<file path="src/rtl/mbd_pkg.sv">
// Package: shared widths and region indices for the bus decoder.
// Assumes a 16-bit byte address and a 16-bit two-lane data bus.
package mbd_pkg;
    localparam int ADDR_W = 16;
    localparam int DATA_W = 16;
    localparam int LANES  = DATA_W / 8;
    localparam int NREG   = 8;

    typedef enum int {
        RG_SYS   = 0,
        RG_PER8  = 1,
        RG_PER16 = 2,
        RG_RAM   = 3,
        RG_INFO  = 4,
        RG_BOOT  = 5,
        RG_FLASH = 6,
        RG_VEC   = 7
    } region_e;
endpackage

</file>
<file path="src/rtl/mbd_region_dec.sv">
// Region decoder: maps a byte address onto a one-hot region select and
// reports the width rule of the hit region. Purely combinational.
// Assumes the windows do not overlap for the parameter values chosen.
module mbd_region_dec
    import mbd_pkg::*;
#(
    parameter logic [ADDR_W-1:0] RAM_END     = 16'h027F,
    parameter logic [ADDR_W-1:0] INFO_END    = 16'h10FF,
    parameter logic [ADDR_W-1:0] FLASH_START = 16'hF800
) (
    input  logic [ADDR_W-1:0] addr,
    output logic [NREG-1:0]   sel,
    output logic              mapped,
    output logic              byte_only,
    output logic              word_only
);
    logic [ADDR_W-1:0] lo_b [NREG];
    logic [ADDR_W-1:0] hi_b [NREG];

    // Window bounds per region
    always_comb begin
        lo_b[RG_SYS]   = 16'h0000; hi_b[RG_SYS]   = 16'h000F;
        lo_b[RG_PER8]  = 16'h0010; hi_b[RG_PER8]  = 16'h00FF;
        lo_b[RG_PER16] = 16'h0100; hi_b[RG_PER16] = 16'h01FF;
        lo_b[RG_RAM]   = 16'h0200; hi_b[RG_RAM]   = RAM_END;
        lo_b[RG_INFO]  = 16'h1000; hi_b[RG_INFO]  = INFO_END;
        lo_b[RG_BOOT]  = 16'h0C00; hi_b[RG_BOOT]  = 16'h0FFF;
        lo_b[RG_FLASH] = FLASH_START; hi_b[RG_FLASH] = 16'hFFDF;
        lo_b[RG_VEC]   = 16'hFFE0; hi_b[RG_VEC]   = 16'hFFFF;
    end

    // One range comparator per region
    for (genvar g = 0; g < NREG; g++) begin : g_win
        assign sel[g] = (addr >= lo_b[g]) && (addr <= hi_b[g]);
    end

    // Width rules of the hit region
    always_comb begin
        mapped    = |sel;
        byte_only = sel[RG_SYS] | sel[RG_PER8];
        word_only = sel[RG_PER16];
    end
endmodule

</file>
<file path="src/rtl/mbd_lane_steer.sv">
// Lane steering: builds byte enables and write data in little-endian
// order, and zero-extends byte reads. Purely combinational.
// Assumes two 8-bit lanes; address bit 0 picks the lane for a byte.
module mbd_lane_steer
    import mbd_pkg::*;
(
    input  logic              en,
    input  logic              word,
    input  logic              a0,
    input  logic [DATA_W-1:0] wdata_in,
    input  logic [DATA_W-1:0] rdata_in,
    output logic [LANES-1:0]  be,
    output logic [DATA_W-1:0] wdata_out,
    output logic [DATA_W-1:0] rdata_out
);
    // Byte enables: both lanes for a word, one lane for a byte
    always_comb begin
        if (!en)       be = '0;
        else if (word) be = '1;
        else           be = a0 ? 2'b10 : 2'b01;
    end

    // Write data: a byte is copied onto both lanes
    always_comb begin
        wdata_out = word ? wdata_in : {wdata_in[7:0], wdata_in[7:0]};
    end

    // Read data: the selected byte lands zero-extended in the low byte
    always_comb begin
        if (word)    rdata_out = rdata_in;
        else if (a0) rdata_out = {8'h00, rdata_in[15:8]};
        else         rdata_out = {8'h00, rdata_in[7:0]};
    end
endmodule

</file>
<file path="src/rtl/mbd_err_pulse.sv">
// Error pulse register: emits a one-cycle pulse after any access that
// had an alignment or width fault. Synchronous active-low reset.
module mbd_err_pulse (
    input  logic clk,
    input  logic rst_n,
    input  logic fault,
    output logic pulse
);
    // Capture this cycle's fault for exactly one cycle
    always_ff @(posedge clk) begin
        if (!rst_n) pulse <= 1'b0;
        else        pulse <= fault;
    end


    pulse_follow_chk: assert property (@(posedge clk) disable iff (!rst_n)
        fault |=> pulse);

    pulse_single_chk: assert property (@(posedge clk) disable iff (!rst_n)
        !fault |=> !pulse);
endmodule

</file>
<file path="src/rtl/mbd_bus_decoder.sv">
// Top of the byte/word bus decoder. It selects a region from the address,
// steers lanes, flags misaligned, width-refused and unmapped accesses,
// and blocks the write strobe on any of these.
// Assumes the address and data inputs hold steady while cpu_en is high.
module mbd_bus_decoder
    import mbd_pkg::*;
#(
    parameter logic [ADDR_W-1:0] RAM_END     = 16'h027F,
    parameter logic [ADDR_W-1:0] INFO_END    = 16'h10FF,
    parameter logic [ADDR_W-1:0] FLASH_START = 16'hF800
) (
    input  logic              clk,
    input  logic              rst_n,
    input  logic              cpu_en,
    input  logic              cpu_wr,
    input  logic              cpu_word,
    input  logic [ADDR_W-1:0] cpu_addr,
    input  logic [DATA_W-1:0] cpu_wdata,
    output logic [DATA_W-1:0] cpu_rdata,
    input  logic [DATA_W-1:0] mem_rdata,
    output logic [DATA_W-1:0] mem_wdata,
    output logic [LANES-1:0]  mem_be,
    output logic              mem_wr,
    output logic [NREG-1:0]   region_sel,
    output logic              err_align,
    output logic              err_width,
    output logic              err_unmapped,
    output logic              err_pulse
);
    logic mapped, byte_only, word_only;

    mbd_region_dec #(
        .RAM_END(RAM_END), .INFO_END(INFO_END), .FLASH_START(FLASH_START)
    ) dec_i (
        .addr(cpu_addr), .sel(region_sel), .mapped(mapped),
        .byte_only(byte_only), .word_only(word_only)
    );

    mbd_lane_steer steer_i (
        .en(cpu_en), .word(cpu_word), .a0(cpu_addr[0]),
        .wdata_in(cpu_wdata), .rdata_in(mem_rdata),
        .be(mem_be), .wdata_out(mem_wdata), .rdata_out(cpu_rdata)
    );

    // Fault classification for the current access
    always_comb begin
        err_align    = cpu_en & cpu_word & cpu_addr[0];
        err_width    = cpu_en & ((byte_only & cpu_word) | (word_only & ~cpu_word));
        err_unmapped = cpu_en & ~mapped;
    end

    // Write strobe only for a clean, mapped access
    always_comb begin
        mem_wr = cpu_en & cpu_wr & mapped & ~err_align & ~err_width;
    end

    mbd_err_pulse pulse_i (
        .clk(clk), .rst_n(rst_n), .fault(err_align | err_width), .pulse(err_pulse)
    );


    sel_onehot_chk: assert property (@(posedge clk) disable iff (!rst_n)
        $onehot0(region_sel));

    misalign_nowr_chk: assert property (@(posedge clk) disable iff (!rst_n)
        (cpu_en && cpu_word && cpu_addr[0]) |-> !mem_wr);

    width_nowr_chk: assert property (@(posedge clk) disable iff (!rst_n)
        err_width |-> !mem_wr);

    unmapped_nowr_chk: assert property (@(posedge clk) disable iff (!rst_n)
        (region_sel == '0) |-> !mem_wr);

    byte_lane_chk: assert property (@(posedge clk) disable iff (!rst_n)
        (cpu_en && !cpu_word) |-> ($countones(mem_be) == 1));

    idle_quiet_chk: assert property (@(posedge clk) disable iff (!rst_n)
        !cpu_en |-> (mem_be == '0 && !mem_wr && !err_align && !err_width && !err_unmapped));
endmodule

</file>
<file path="config.mk">
export PLATFORM = sky130hd
export DESIGN_NAME = mbd_bus_decoder
export DESIGN_NICKNAME = d
export VERILOG_FILES = /design/src/rtl/mbd_pkg.sv /design/src/rtl/mbd_region_dec.sv /design/src/rtl/mbd_lane_steer.sv /design/src/rtl/mbd_err_pulse.sv /design/src/rtl/mbd_bus_decoder.sv
export SDC_FILE = /design/constraint.sdc
export NUM_CORES = 1
export LEC_CHECK = 0
export BUFFER_PORTS_ARGS = -buffer_cell sky130_fd_sc_hd__buf_4
export CAP_MARGIN = 30
export CORE_MARGIN = 2
export CORE_UTILIZATION = 30
export CTS_CLUSTER_DIAMETER = 200
export DETAILED_ROUTE_END_ITERATION = 8
export PLACE_DENSITY = 0.81
export SETUP_SLACK_MARGIN = 0.02
export SLEW_MARGIN = 20
export SYNTH_ARGS = -nofsm -noshare
export SYNTH_HDL_FRONTEND = slang
export SYNTH_HIERARCHICAL = 1
export SYNTH_SLANG_ARGS = --single-unit
export TNS_END_PERCENT = 1
</file>
<file path="constraint.sdc">
create_clock -name clk -period 1.78 [get_ports clk]
set_input_delay 0 -clock clk [delete_from_list [all_inputs] [get_ports clk]]
set_output_delay 0 -clock clk [all_outputs]
set_load 0.03 [all_outputs]
</file>
==> results.txt, run 1 <==
via count of the first global-routing pass - 765
clock share of power - 0%
Worst Hold Class - in2reg
post-synthesis cell type count - 26
Net Count, Synth - 128
count of fill cells added during filler insertion - 179
standard-cell row count - 16
unrepaired setup endpoints after global routing - no
number of iterations in the first detailed-routing pass - 4
global-route wire length before repair - 3560 um
Mapped Avg Cell Area - 8.37 um^2
kind of start point of the critical path - input pin
initial antenna violation count - 0
internal power of the cells - 0.209 mW
arrival time of the worst setup path - 1.31 ns
final total negative setup slack - 0 ns
power density over cell area - 313 nW/um^2
routed via count - 881
Final Hold Viols - 0
number of setup buffers added after CTS - 0
final max-slew violation count - 0
normalized max-slew margin - 71.9%
share of the cycle needed by the critical path after routing - 73.5%
total power - 0.403 mW
standard cell core area - 1960 um^2
pin count of the biggest net entering global routing - 22
power share of the combinational group - 94.1%
Placed Cells - 186
number of buffers added on ports - 96
Net Switching - 0.195 mW
Inserted Diodes - 0
fraction of synthesized cell area taken by the top area cell type - 19.1%
Period minus WS final - 1.31 ns
Finished Layout Cells - 186
part of the power in registers - 5.9%
count of nets left with antenna violations after detail routing - 0
slew at the pin with the worst max-slew slack - 0.418 ns
Fmax - 0.764 GHz
placed inst area - 1290 um^2
cell area after technology mapping - 628 um^2
max FFs per register - 1
switching power as a share of total power - 48.2%
vertical extent of the die - 49.8 um
clock-pin slew reported for the worst setup and hold paths after clock tree synthesis - 0 ns
CP max FO - 5
biggest area contributors in the synthesized netlist - sky130_fd_sc_hd__mux2_4, sky130_fd_sc_hd__mux2_2, sky130_fd_sc_hd__and2_1
result of the run - complete, no violations
register name with the most flops - pulse_i/pulse
floorplan die area - 2480 um^2
fin nets - 214
Regs by FF count - pulse_i/pulse: 1 flops
IO Pins - 100
Overall Global Routing Usage - 17.4%
DR vias/cell - 4.74
violation count after the first detailed-routing iteration - 11
Req. time, crit path - 1.78 ns
type of the worst setup path - in2out
final design area excluding fillers - 1290 um^2
quantity of hold-fixing buffers added after cts - 0
synth-to-layout area growth - 105%
Synth warnings - 6
library cell occupying the most area in the post-synthesis netlist - sky130_fd_sc_hd__mux2_4
Setup-failing EPs final - 0
fraction of layout instances using a drive strength above 1 - 73.0%
chip width - 49.8 um
Routed WL per cell - 12.9 um
leakage power of the design - 0.717 nW
starting density of the core - 32.0%
total congestion overflow after global routing - 0
post-cts resize count - 0
endpoint kind of the worst setup timing path - output port
Peak supply drop - 0.196 mV
Maximum Capacitance Violations - 0
sequential fraction of the synthesis area - 3.19%
post-detailed-route DRC marker count - 0
final estimated routing congestion in global placement - 0.913
Routed Wire Length - 2390 um
Post-Syn Instances - 75
number of synthesized register bits - 1
-- cell families after synthesis --
| kind of cell | share of synthesized area, % |
|---|---|
| AO/OA/AOI/OAI | 3.99 |
| multiplexers | 35.1 |
| buffers and inverters | 15.5 |
| AND/OR/NAND/NOR | 42.2 |
| flip-flops | 3.19 |
-- synthesized netlist by cell type --
cell and instances:
sky130_fd_sc_hd__a21boi_0 1, sky130_fd_sc_hd__and2_1 11, sky130_fd_sc_hd__and3_1 3, sky130_fd_sc_hd__and3_2 1, sky130_fd_sc_hd__and4_1 3, sky130_fd_sc_hd__and4b_1 1, sky130_fd_sc_hd__buf_4 9, sky130_fd_sc_hd__buf_6 2
sky130_fd_sc_hd__clkbuf_1 1, sky130_fd_sc_hd__dfxtp_1 1, sky130_fd_sc_hd__inv_1 1, sky130_fd_sc_hd__mux2_2 8, sky130_fd_sc_hd__mux2_4 8, sky130_fd_sc_hd__mux2i_1 1, sky130_fd_sc_hd__nand2_1 6, sky130_fd_sc_hd__nand2b_4 1
sky130_fd_sc_hd__nand3b_1 1, sky130_fd_sc_hd__nand4_1 1, sky130_fd_sc_hd__nor2_1 4, sky130_fd_sc_hd__nor2b_1 2, sky130_fd_sc_hd__nor3_1 2, sky130_fd_sc_hd__nor4_1 2, sky130_fd_sc_hd__nor4_2 1, sky130_fd_sc_hd__nor4_4 1
sky130_fd_sc_hd__o21a_1 1, sky130_fd_sc_hd__o21ai_0 2
-- metal layers --
metal | track usage, % | wire, um | vias up
li1 | - | - | 430
met1 | 21.1 | 899 | 394
met2 | 33.1 | 1250 | 57
met3 | 3.03 | 247 | 0
met4 | 0.926 | 0 | 0
met5 | 0 | 0 | -
-- per-stage QoR --
stage | hold WS, ns | setup WS, ns | util (%)
after detailed placement | 0.214 | 0.486 | 65.7
final | 0.212 | 0.471 | 65.7
after floorplan | 0.127 | 0.461 | -
after CTS | 0.217 | 0.485 | 65.7
after global placement | 0.210 | 0.517 | 65.7
after global routing | 0.231 | 0.375 | 65.7
-- worst max-delay path, stage by stage --
cell	delay, ns
sky130_fd_sc_hd__buf_4	0.13
sky130_fd_sc_hd__nor4_4	0.36
sky130_fd_sc_hd__and3_1	0.22
sky130_fd_sc_hd__nand3b_1	0.14
sky130_fd_sc_hd__and2_1	0.13
sky130_fd_sc_hd__and4_1	0.18
sky130_fd_sc_hd__buf_4	0.15
-- final timing paths --
kind	slack [ns]	depth (start not counted)	endpoint	startpoint
worst max-delay path	0.47	7	mem_wr	cpu_addr[14]
worst min-delay path	0.21	2	pulse_i/pulse	rst_n
-- layout make-up --
type / count / area, um^2 / area share (%)
Inverter: 1 / 3.75 / 0.291
Sequential cell: 1 / 20.0 / 1.55
Multi-Input combinational cell: 61 / 510 / 39.6
Tap cell: 27 / 33.8 / 2.62
Timing Repair Buffer: 96 / 721 / 55.9
-- power by group through the flow --
stage	Clock [mW]	Combinational, mW	Sequential [mW]
after global placement	0	0.376	0.0237
final	0	0.380	0.0237
after CTS	0	0.382	0.0237
after detailed placement	0	0.381	0.0237
after global routing	0	0.398	0.0238
after floorplan	0	0.210	0.0249
-- placed cells by master (no fill, tap or decap) --
master / n
sky130_fd_sc_hd__mux2_4: 8
sky130_fd_sc_hd__mux2i_1: 1
sky130_fd_sc_hd__nand4_1: 1
sky130_fd_sc_hd__nor3_1: 2
sky130_fd_sc_hd__nor4_1: 2
sky130_fd_sc_hd__nor2b_1: 2
sky130_fd_sc_hd__inv_1: 1
sky130_fd_sc_hd__nor2_1: 4
sky130_fd_sc_hd__and4_1: 3
sky130_fd_sc_hd__nand2_1: 6
sky130_fd_sc_hd__and2_1: 11
sky130_fd_sc_hd__o21a_1: 1
sky130_fd_sc_hd__o21ai_0: 2
sky130_fd_sc_hd__buf_4: 96
sky130_fd_sc_hd__and3_2: 1
sky130_fd_sc_hd__nand3b_1: 1
sky130_fd_sc_hd__nor4_2: 1
sky130_fd_sc_hd__and3_1: 3
sky130_fd_sc_hd__nand2b_4: 1
sky130_fd_sc_hd__nor4_4: 1
sky130_fd_sc_hd__mux2_2: 8
sky130_fd_sc_hd__and4b_1: 1
sky130_fd_sc_hd__a21boi_0: 1
sky130_fd_sc_hd__dfxtp_1: 1
(Power assumes the default switching activity.)
==> run 2: changes to the inputs <==
--- a/config.mk
+++ b/config.mk
@@ -8,10 +8,10 @@
 export BUFFER_PORTS_ARGS = -buffer_cell sky130_fd_sc_hd__buf_4
 export CAP_MARGIN = 30
 export CORE_MARGIN = 2
-export CORE_UTILIZATION = 30
+export CORE_UTILIZATION = 26
 export CTS_CLUSTER_DIAMETER = 200
 export DETAILED_ROUTE_END_ITERATION = 8
-export PLACE_DENSITY = 0.81
+export PLACE_DENSITY = 0.75
 export SETUP_SLACK_MARGIN = 0.02
 export SLEW_MARGIN = 20
 export SYNTH_ARGS = -nofsm -noshare
==> constraint.sdc (replaced) <==
create_clock -name clk -period 1.2 [get_ports clk]
set_input_delay 0 -clock clk [delete_from_list [all_inputs] [get_ports clk]]
set_output_delay 0 -clock clk [all_outputs]
set_load 0.03 [all_outputs]
==> results.txt, run 2 (synthesized netlist as in run 1, its figures left out) <==
result of the run - finished, violations left
violated checks - negative setup slack
placed inst area - 1350 um^2
leakage power of the design - 0.767 nW
count of nets left with antenna violations after detail routing - 0
Regs by FF count - pulse_i/pulse: 1 flops
Routed Wire Length - 2490 um
violation count after the first detailed-routing iteration - 17
floorplan die area - 2820 um^2
power density over cell area - 445 nW/um^2
unrepaired setup endpoints after global routing - yes
normalized max-slew margin - 78.8%
cells along the critical path - buf_8 > nor4_4 > and3_4 > nand3b_1 > and2_1 > and4_4 > buf_6
routed via count - 898
clock-pin slew reported for the worst setup and hold paths after clock tree synthesis - 0 ns
endpoint kind of the worst setup timing path - output port
post-detailed-route DRC marker count - 0
Period minus WS final - 1.24 ns
final estimated routing congestion in global placement - 0.759
post-detailed-placement half-perimeter wirelength - 2100 um
pin count of the biggest net entering global routing - 22
kind of start point of the critical path - input pin
fin nets - 223
standard cell core area - 2250 um^2
Finished Layout Cells - 196
slew at the pin with the worst max-slew slack - 0.315 ns
register name with the most flops - pulse_i/pulse
synth-to-layout area growth - 123%
starting density of the core - 27.9%
Overall Global Routing Usage - 14.6%
DR vias/cell - 4.58
via count of the first global-routing pass - 751
share of the cycle needed by the critical path after routing - 103%
standard-cell row count - 17
quantity of hold-fixing buffers added after cts - 0
most frequent cells in the layout - sky130_fd_sc_hd__buf_4, sky130_fd_sc_hd__and2_1, sky130_fd_sc_hd__mux2_4, sky130_fd_sc_hd__mux2_2, sky130_fd_sc_hd__nand2_1
IO Pins - 100
largest incremental delay on the critical path - 0.34 ns
total congestion overflow after global routing - 0
arrival time of the worst setup path - 1.24 ns
final design area excluding fillers - 1400 um^2
max FFs per register - 1
vertical extent of the die - 53.2 um
Setup-failing EPs final - 1
Fmax - 0.808 GHz
chip width - 53.2 um
number of iterations in the first detailed-routing pass - 4
fraction of layout instances using a drive strength above 1 - 76.8%
Routed WL per cell - 12.7 um
post-route setup slack - -0.0379 ns
Maximum Capacitance Violations - 0
global-route wire length before repair - 3230 um
Placed Cells - 194
initial antenna violation count - 0
Final Hold Viols - 0
total power - 0.624 mW
cell with the biggest individual delay on the critical path - sky130_fd_sc_hd__nor4_4
type of the worst setup path - in2out
most frequent standard cell in the layout excluding fill and tap cells - sky130_fd_sc_hd__buf_4
CP max FO - 5
hold path depth - 2
Worst Hold Class - in2reg
Inserted Diodes - 0
Req. time, crit path - 1.20 ns
number of buffers added on ports - 96
final max-slew violation count - 0
Peak supply drop - 0.279 mV
[run 2: changes by cell type in the layout (fill, tap and decap cells not counted), sizes merged]
| cell | previous run | this run |
|---|---|---|
| buf | 96 | 105 |
[run 2: per-stage QoR]
stage                     hold slack [ns]  setup TNS (ns)  setup WS, ns  util, %
after CTS                           0.212         -0.0381       -0.0381     61.4
after global placement              0.210         -0.0776       -0.0776     59.8
after floorplan                     0.127               0        0.0462        -
final                               0.210         -0.0379       -0.0379     62.2
after detailed placement            0.212         -0.0966       -0.0950     59.8
after global routing                0.216          -0.338        -0.155     62.2
[run 2: layer usage]
layer / global-route usage, % / vias to the layer above / part of all wire (%)
li1: - / 447 / -
met1: 15.3 / 401 / 33
met2: 30.6 / 50 / 54
met3: 2.82 / 0 / 13
met4: 0 / 0 / 0
met5: 0 / - / 0
[run 2: path summary, 6_finish.rpt]
check	slack (ns)	start	endpoint
setup / recovery	-0.04	cpu_addr[14]	mem_wr
hold / removal	0.21	rst_n	pulse_i/pulse
[run 2: worst max-delay path: cells and delay by family]
family,cells,cell delay (ns)
buf+inv,2,0.22
simple gates,5,1.00
[run 2: power breakdown]
part           total [mW]  switching [mW]  internal, mW  leakage [nW]
logic               0.589           0.295         0.294         0.759
registers          0.0351        0.000211        0.0349       0.00814
clock network           0               0             0             0
[run 2: layout make-up]
type,instances,area (um^2)
inverter,1,3.75
sequential,1,20.0
timing repair buffer,105,815
multi-input combinational,61,528
tap,28,35.0
fill,214,853
[run 2: what timing repair did]
item	in CTS	in global routing
pin swaps	4	3
setup endpoints to repair	2	4
gates resized for setup	6	4
setup buffers	2	0
